File: src/rtl/uart_cc_pkg.sv
package uart_cc_pkg;

  typedef enum logic [1:0] {
    OFS_MODE = 2'd0,
    OFS_STAT = 2'd1,
    OFS_CMD  = 2'd2,
    OFS_HOLD = 2'd3
  } ofs_e;

  localparam logic [3:0] CMD_PTR_CLR = 4'd1;
  localparam logic [3:0] CMD_RX_RST  = 4'd2;
  localparam logic [3:0] CMD_TX_RST  = 4'd3;
  localparam logic [3:0] CMD_ERR_RST = 4'd4;
  localparam logic [3:0] CMD_BRK_CLR = 4'd5;

  localparam int ST_RXRDY = 0;
  localparam int ST_FULL  = 1;
  localparam int ST_TXRDY = 2;
  localparam int ST_TXEMT = 3;
  localparam int ST_ERR   = 4;

  typedef struct packed {
    logic rx_on;
    logic rx_off;
    logic tx_on;
    logic tx_off;
    logic ptr_clr;
    logic rx_rst;
    logic tx_rst;
    logic err_rst;
    logic brk_clr;
  } cmd_t;

endpackage

File: src/rtl/cc_cmd_decode.sv
module cc_cmd_decode
  import uart_cc_pkg::*;
#(
  parameter int DATA_W = 8
) (
  input  logic              wr_cmd_i,
  input  logic [DATA_W-1:0] data_i,
  output cmd_t              cmd_o
);

  logic [3:0] code;
  assign code = data_i[7:4];

  always_comb begin
    cmd_o = '0;
    if (wr_cmd_i) begin
      cmd_o.rx_on  = data_i[0];
      cmd_o.rx_off = data_i[1];
      cmd_o.tx_on  = data_i[2];
      cmd_o.tx_off = data_i[3];
      unique case (code)
        CMD_PTR_CLR: cmd_o.ptr_clr = 1'b1;
        CMD_RX_RST:  cmd_o.rx_rst  = 1'b1;
        CMD_TX_RST:  cmd_o.tx_rst  = 1'b1;
        CMD_ERR_RST: cmd_o.err_rst = 1'b1;
        CMD_BRK_CLR: cmd_o.brk_clr = 1'b1;
        default: ;
      endcase
    end
  end

  if (DATA_W > 8) begin : g_wide
    logic unused_hi;
    assign unused_hi = ^data_i[DATA_W-1:8];
  end

endmodule

File: src/rtl/cc_mode_ptr.sv
module cc_mode_ptr #(
  parameter int DATA_W  = 8,
  parameter int ENTRIES = 2
) (
  input  logic                      clk_i,
  input  logic                      rst_ni,
  input  logic                      wr_i,
  input  logic                      rd_i,
  input  logic                      ptr_clr_i,
  input  logic [DATA_W-1:0]         wdata_i,
  output logic [DATA_W-1:0]         rdata_o,
  output logic [ENTRIES*DATA_W-1:0] mode_o
);

  localparam int PTR_W = (ENTRIES > 1) ? $clog2(ENTRIES) : 1;
  localparam logic [PTR_W-1:0] LAST = PTR_W'(ENTRIES - 1);

  logic [PTR_W-1:0]  ptr_q;
  logic [DATA_W-1:0] ent_q [ENTRIES];
  logic              access;

  assign access = wr_i | rd_i;

  always_ff @(posedge clk_i or negedge rst_ni) begin
    if (!rst_ni)        ptr_q <= '0;
    else if (ptr_clr_i) ptr_q <= '0;
    else if (access && ptr_q != LAST) ptr_q <= ptr_q + 1'b1;
  end

  for (genvar k = 0; k < ENTRIES; k++) begin : g_ent
    always_ff @(posedge clk_i or negedge rst_ni) begin
      if (!rst_ni) ent_q[k] <= '0;
      else if (wr_i && ptr_q == PTR_W'(k)) ent_q[k] <= wdata_i;
    end
    assign mode_o[k*DATA_W +: DATA_W] = ent_q[k];
  end

  assign rdata_o = ent_q[ptr_q];

  // pointer leaves entry 0 after any access, and stays inside the bank
  a_r9_ptr_advance: assert property (@(posedge clk_i) disable iff (!rst_ni)
    (access && !ptr_clr_i) |=> ptr_q != '0);
  a_r9_ptr_range: assert property (@(posedge clk_i) disable iff (!rst_ni)
    ptr_q <= LAST);
  a_r9_ptr_clear: assert property (@(posedge clk_i) disable iff (!rst_ni)
    ptr_clr_i |=> ptr_q == '0);

endmodule

File: src/rtl/cc_status.sv
module cc_status
  import uart_cc_pkg::*;
#(
  parameter int ERR_W = 4
) (
  input  logic             clk_i,
  input  logic             rst_ni,
  input  cmd_t             cmd_i,
  input  logic [ERR_W-1:0] err_set_i,
  output logic             tx_en_o,
  output logic             rx_en_o,
  output logic [ERR_W-1:0] err_o,
  output logic             txi_set_o,
  output logic             txi_clr_o,
  output logic             rx_reset_o,
  output logic             brk_clr_o
);

  logic tx_d, rx_d, clr_d, set_d;

  // low nibble first, then command code: later action wins
  always_comb begin
    tx_d = tx_en_o;
    if (cmd_i.tx_on)  tx_d = 1'b1;
    if (cmd_i.tx_off) tx_d = 1'b0;
    if (cmd_i.tx_rst) tx_d = 1'b0;
    rx_d = rx_en_o;
    if (cmd_i.rx_on)  rx_d = 1'b1;
    if (cmd_i.rx_off) rx_d = 1'b0;
    if (cmd_i.rx_rst) rx_d = 1'b0;
  end

  assign clr_d = cmd_i.tx_off | cmd_i.tx_rst;
  assign set_d = cmd_i.tx_on & ~clr_d;

  always_ff @(posedge clk_i or negedge rst_ni) begin
    if (!rst_ni) begin
      tx_en_o    <= 1'b0;
      rx_en_o    <= 1'b0;
      err_o      <= '0;
      txi_set_o  <= 1'b0;
      txi_clr_o  <= 1'b0;
      rx_reset_o <= 1'b0;
      brk_clr_o  <= 1'b0;
    end else begin
      tx_en_o    <= tx_d;
      rx_en_o    <= rx_d;
      err_o      <= (cmd_i.err_rst ? '0 : err_o) | err_set_i;
      txi_set_o  <= set_d;
      txi_clr_o  <= clr_d;
      rx_reset_o <= cmd_i.rx_rst;
      brk_clr_o  <= cmd_i.brk_clr;
    end
  end

  logic unused_ptr;
  assign unused_ptr = cmd_i.ptr_clr;

  a_r2_tx_off_wins: assert property (@(posedge clk_i) disable iff (!rst_ni)
    cmd_i.tx_off |=> !tx_en_o);
  a_r2_rx_off_wins: assert property (@(posedge clk_i) disable iff (!rst_ni)
    cmd_i.rx_off |=> !rx_en_o);
  a_r3_pulse_excl: assert property (@(posedge clk_i) disable iff (!rst_ni)
    !(txi_set_o && txi_clr_o));
  a_r4_rx_reset: assert property (@(posedge clk_i) disable iff (!rst_ni)
    cmd_i.rx_rst |=> (rx_reset_o && !rx_en_o));
  a_r5_tx_reset: assert property (@(posedge clk_i) disable iff (!rst_ni)
    cmd_i.tx_rst |=> (!tx_en_o && txi_clr_o));
  a_r6_err_clear: assert property (@(posedge clk_i) disable iff (!rst_ni)
    (cmd_i.err_rst && err_set_i == '0) |=> err_o == '0);
  a_r6_err_keep: assert property (@(posedge clk_i) disable iff (!rst_ni)
    (err_set_i != '0) |=> ((err_o & $past(err_set_i)) == $past(err_set_i)));

endmodule

File: src/rtl/cc_tx_gate.sv
module cc_tx_gate #(
  parameter int DATA_W = 8
) (
  input  logic              clk_i,
  input  logic              rst_ni,
  input  logic              wr_hold_i,
  input  logic              tx_rdy_i,
  input  logic [DATA_W-1:0] wdata_i,
  output logic              tx_valid_o,
  output logic [DATA_W-1:0] tx_data_o
);

  always_ff @(posedge clk_i or negedge rst_ni) begin
    if (!rst_ni) begin
      tx_valid_o <= 1'b0;
      tx_data_o  <= '0;
    end else begin
      tx_valid_o <= wr_hold_i & tx_rdy_i;
      if (wr_hold_i && tx_rdy_i) tx_data_o <= wdata_i;
    end
  end

  a_r10_only_when_ready: assert property (@(posedge clk_i) disable iff (!rst_ni)
    tx_valid_o |-> $past(tx_rdy_i && wr_hold_i));
  a_r10_drop: assert property (@(posedge clk_i) disable iff (!rst_ni)
    (wr_hold_i && !tx_rdy_i) |=> !tx_valid_o);

endmodule

File: src/rtl/uart_chan_ctrl.sv
module uart_chan_ctrl
  import uart_cc_pkg::*;
#(
  parameter int DATA_W  = 8,
  parameter int ENTRIES = 2
) (
  input  logic                      clk_i,
  input  logic                      rst_ni,
  input  logic                      wr_i,
  input  logic                      rd_i,
  input  logic [1:0]                addr_i,
  input  logic [DATA_W-1:0]         wdata_i,
  output logic [DATA_W-1:0]         rdata_o,
  input  logic [DATA_W-1:0]         rx_data_i,
  input  logic                      rx_rdy_i,
  input  logic                      rx_full_i,
  input  logic [DATA_W-5:0]         err_set_i,
  output logic [DATA_W-1:0]         status_o,
  output logic                      rx_en_o,
  output logic                      rx_reset_o,
  output logic                      rx_pop_o,
  output logic                      tx_valid_o,
  output logic [DATA_W-1:0]         tx_data_o,
  output logic                      txi_set_o,
  output logic                      txi_clr_o,
  output logic                      brk_clr_o,
  output logic [ENTRIES*DATA_W-1:0] mode_o
);

  localparam int ERR_W = DATA_W - ST_ERR;

  ofs_e              ofs;
  logic              rd_eff;
  logic              wr_mode, rd_mode, wr_cmd, wr_hold;
  cmd_t              cmd;
  logic              tx_en;
  logic [ERR_W-1:0]  err;
  logic [DATA_W-1:0] mode_rd;

  assign ofs     = ofs_e'(addr_i);
  assign rd_eff  = rd_i & ~wr_i;
  assign wr_mode = wr_i   && ofs == OFS_MODE;
  assign rd_mode = rd_eff && ofs == OFS_MODE;
  assign wr_cmd  = wr_i   && ofs == OFS_CMD;
  assign wr_hold = wr_i   && ofs == OFS_HOLD;

  cc_cmd_decode #(.DATA_W(DATA_W)) u_dec (
    .wr_cmd_i (wr_cmd),
    .data_i   (wdata_i),
    .cmd_o    (cmd)
  );

  cc_status #(.ERR_W(ERR_W)) u_stat (
    .clk_i      (clk_i),
    .rst_ni     (rst_ni),
    .cmd_i      (cmd),
    .err_set_i  (err_set_i),
    .tx_en_o    (tx_en),
    .rx_en_o    (rx_en_o),
    .err_o      (err),
    .txi_set_o  (txi_set_o),
    .txi_clr_o  (txi_clr_o),
    .rx_reset_o (rx_reset_o),
    .brk_clr_o  (brk_clr_o)
  );

  cc_mode_ptr #(.DATA_W(DATA_W), .ENTRIES(ENTRIES)) u_mode (
    .clk_i     (clk_i),
    .rst_ni    (rst_ni),
    .wr_i      (wr_mode),
    .rd_i      (rd_mode),
    .ptr_clr_i (cmd.ptr_clr),
    .wdata_i   (wdata_i),
    .rdata_o   (mode_rd),
    .mode_o    (mode_o)
  );

  cc_tx_gate #(.DATA_W(DATA_W)) u_tx (
    .clk_i      (clk_i),
    .rst_ni     (rst_ni),
    .wr_hold_i  (wr_hold),
    .tx_rdy_i   (tx_en),
    .wdata_i    (wdata_i),
    .tx_valid_o (tx_valid_o),
    .tx_data_o  (tx_data_o)
  );

  // tx ready and tx empty move together: no shifter here to hold bytes
  always_comb begin
    status_o           = '0;
    status_o[ST_RXRDY] = rx_rdy_i;
    status_o[ST_FULL]  = rx_full_i;
    status_o[ST_TXRDY] = tx_en;
    status_o[ST_TXEMT] = tx_en;
    status_o[DATA_W-1:ST_ERR] = err;
  end

  always_comb begin
    unique case (ofs)
      OFS_MODE: rdata_o = mode_rd;
      OFS_STAT: rdata_o = status_o;
      OFS_CMD:  rdata_o = '0;
      OFS_HOLD: rdata_o = rx_data_i;
      default:  rdata_o = '0;
    endcase
  end

  assign rx_pop_o = rd_eff && ofs == OFS_HOLD;

  a_r11_pop_offset: assert property (@(posedge clk_i) disable iff (!rst_ni)
    rx_pop_o |-> (addr_i == 2'd3 && !wr_i));
  a_r3_ready_pair: assert property (@(posedge clk_i) disable iff (!rst_ni)
    status_o[ST_TXRDY] == status_o[ST_TXEMT]);
  a_r3_set_raises: assert property (@(posedge clk_i) disable iff (!rst_ni)
    txi_set_o |-> status_o[ST_TXRDY]);
  a_r11_csel_ignored: assert property (@(posedge clk_i) disable iff (!rst_ni)
    (wr_i && addr_i == 2'd1 && err_set_i == '0) |=> $stable(status_o[DATA_W-1:2]));

endmodule

File: config.mk
export PLATFORM = sky130hd
export DESIGN_NAME = uart_chan_ctrl
export DESIGN_NICKNAME = d
export VERILOG_FILES = /design/src/rtl/uart_cc_pkg.sv /design/src/rtl/cc_cmd_decode.sv /design/src/rtl/cc_mode_ptr.sv /design/src/rtl/cc_status.sv /design/src/rtl/cc_tx_gate.sv /design/src/rtl/uart_chan_ctrl.sv
export SDC_FILE = /design/constraint.sdc
export NUM_CORES = 1
export LEC_CHECK = 0
export BUFFER_PORTS_ARGS = -buffer_cell sky130_fd_sc_hd__buf_2
export CORE_MARGIN = 2
export CORE_UTILIZATION = 45
export DETAILED_ROUTE_END_ITERATION = 8
export GPL_TIMING_DRIVEN = 0
export PLACE_DENSITY = 0.81
export SKIP_LAST_GASP = 1
export SLEW_MARGIN = 20
export SYNTH_ARGS = -nofsm -noshare
export SYNTH_HDL_FRONTEND = slang
export SYNTH_HIERARCHICAL = 1
export SYNTH_SLANG_ARGS = --single-unit
File: constraint.sdc
create_clock -name clk_i -period 3.1 [get_ports clk_i]
set_input_delay 0.62 -clock clk_i [delete_from_list [all_inputs] [get_ports clk_i]]
set_output_delay 0.62 -clock clk_i [all_outputs]
set_load 0.02 [all_outputs]
==> metrics <==
Worst setup EP type primary output; Worst slew margin 48.2%; DRT Wirelength 3800 µm; Final Setup Violations 0; die width 66.4 µm; WP data required 2.48 ns; status completed; Setup crit start u_mode/ptr_q; worst setup margin 0.906 ns; Internal 0.000948 W; CTS tree built; Post-synth ARST share 100%; Syn Area/Cell 13.6 µm²; GRT Total Usage 18.9%; initial core utilization 47.5%; placed instance area 0.00218 mm²; CTS resizes 0; Finished Cell Area 0.00225 mm²; vias in the first global route 1310; Min-Delay Path Class primary input to asynchronous set/reset pin; final hold slack 0.407 ns; Vias per Instance 5.12; Max Clock Freq 456 MHz; Clock transition at path regs 0.07 ns; worst clock skew 0.00614 ns; Sw Pwr 0.000494 W; CTS Root Cell clkbuf_8; CTS Buf Count 5; num rows 22; Setup WS pre-CTS 0.927 ns; Syn Nets 157; Routed Antenna Nets 0; via count 1310; CP delay by family, top multiplexers; Clk pwr share 20.3%; io pins 75; combinational group share of total power 35.7%; Post-synth top flop dfrtp_1; ratio of cells with drive above 1 in the final layout 59.1%; GR Overflow Total 0; H-tree depth 2; Worst Path Arrival 1.57 ns; Wirelength per Cell 14.8 µm; drt pass-1 iters 4; CP Class flop to primary output; Syn Inst Count 129; Final Hold Viols 0; Post-synth EDFFs 0; # DRC 0; Min Clock Period, post-route 2.19 ns; Layout area overhead 28.5%; pin count of the biggest net entering global routing 37; maximum capacitance violations 0; Post-CTS Setup Inserts 0; fin crit share 70.8%; detailed placement HPWL 2930 µm; Post-CTS Hold Fix Bufs 0; RSZ-0062 raised after global routing false; Syn. warnings 6; Seq pwr share 44.0%; first-pass GRT wire length 6070 µm; max-slew violations 0; FF-to-FF Start u_mode/ptr_q; worst-path cell chain buf_4 -> mux2_2 -> mux2i_1 -> o2bb2ai_1 -> buf_2; die height 66.4 µm; Post-Syn Area 0.00175 mm²; PortBufs 74; clock buffer depth 2; Worst Tran Pin Value 0.778 ns; most instantiated library cell after synthesis dfrtp_1; final setup TNS 0 ns; Commonest cells post-synth dfrtp_1, mux2_2; Iteration-0 DRC Markers 43; CP max stage cell mux2_2; Max IR drop VDD 515 µV; antenna cells 0; clock sink count 36; power per cell area 641 mW/mm²; Critical Path Source Type flop; highest cell delay on the worst timing path 0.35 ns; Core ar. 0.00369 mm²; Unique masters post-synth 27; top post-synthesis cells by area dfrtp_1, mux2_2, mux2_4, mux2_1, mux2i_1; post-synth top area cell dfrtp_1; Synth top area share 51.4%; Filler Cells Inserted 342; gpl congestion 0.807; Buf+Inv Stages, Crit Path 2; crit path max fanout 10; leak pwr 1.18 nW; Net Sw Frac 34.3%; Layout Nets 238; number of synthesized register bits 36; initial antenna violation count 0; Seq/Total Area, Yosys 51.4%; die footprint 0.00441 mm²; Skew-Pair Late Insertion Delay 0.29 ns
power groups by stage:
| stage | Clock [W] | Sequential, W | Combinational [W] |
|---|---|---|---|
| after CTS | 0.000302 | 0.000637 | 0.000522 |
| after detailed placement | 0 | 0.000644 | 0.000520 |
| after global routing | 0.000322 | 0.000650 | 0.000552 |
| after floorplan | 0 | 0.000759 | 0.000213 |
| after global placement | 0 | 0.000641 | 0.000511 |
| final | 0.000293 | 0.000634 | 0.000515 |
layer usage:
layer  track usage (%)  vias to the layer above  share of wire (%)
li1                  -                      617                  -
met1              22.1                      638                 41
met2              31.1                       50                 50
met3              6.47                        5                7.7
met4              8.42                        0                1.6
met5                 0                        -                  0
cells in the final DEF, fill, tap and decap left out, types with 4 or more instances in the layout:
| cell | synthesis | layout |
|---|---|---|
| o2bb2ai_1 | 8 | 8 |
| mux2_4 | 8 | 8 |
| dfrtp_1 | 36 | 36 |
| buf_2 | 2 | 76 |
| mux2_1 | 8 | 8 |
| clkbuf_8 | 0 | 5 |
| buf_4 | 5 | 5 |
| mux2_2 | 16 | 16 |
| a21o_1 | 4 | 4 |
| mux2i_1 | 8 | 8 |
| nor2_1 | 5 | 5 |
| and2_2 | 5 | 5 |
cells by family (layout without fill, tap and decap cells):
kind of cell,Yosys count,count (layout),synth area share [%]
muxes,40,40,26.9
and+or+nand+nor,29,29,11.4
buffers and inverters,12,91,4.64
DFF,36,36,51.4
AOI/OAI and AO/OA,12,12,5.71
state kept, by name, indices dropped and copies added, names as in the netlist:
name	flops
u_mode/mode_o	16
u_mode/ptr_q	1
u_stat/brk_clr_o	1
u_stat/err_o	4
u_stat/rx_en_o	1
u_stat/rx_reset_o	1
u_stat/tx_en_o	1
u_stat/txi_clr_o	1
u_stat/txi_set_o	1
u_tx/tx_data_o	8
u_tx/tx_valid_o	1
path summary, 6_finish.rpt:
check,to,slack [ns],cells past startpoint
max,rdata_o[4],0.91,5
min,u_tx/tx_valid_o,0.41,1
max reg2reg,u_mode/mode_o[8],1.85,3
min reg2reg,u_tx/tx_data_o[6],0.50,1
max in group asynchronous,u_stat/brk_clr_o,2.19,1
min in group clk_i,u_stat/err_o[1],0.50,2
cell type report:
class                      instances  area (µm²)  share of cell area [%]
timing repair buffer              74         370                    16.5
tap                               48        60.1                    2.67
multi-input combinational         81         769                    34.2
sequential                        36         901                    40.0
buffer                             9        70.1                    3.11
clock buffer                       5        68.8                    3.06
inverter                           3        11.3                   0.500
worst register-to-register path, delay by kind of cell (launching register included):
kind	cells	cell delay (ns)
mux	1	0.37
buf+inv	1	0.18
flops	1	0.38
simple gates	1	0.21
through the flow:
step	instances	util [%]	power (W)
floorplan	129	-	0.000972
global placement	251	59.2	0.00115
detailed placement	251	59.2	0.00116
CTS	256	61.0	0.00146
global route	256	61.0	0.00152
finish	256	61.0	0.00144
Power figures use the tool's default switching activity.
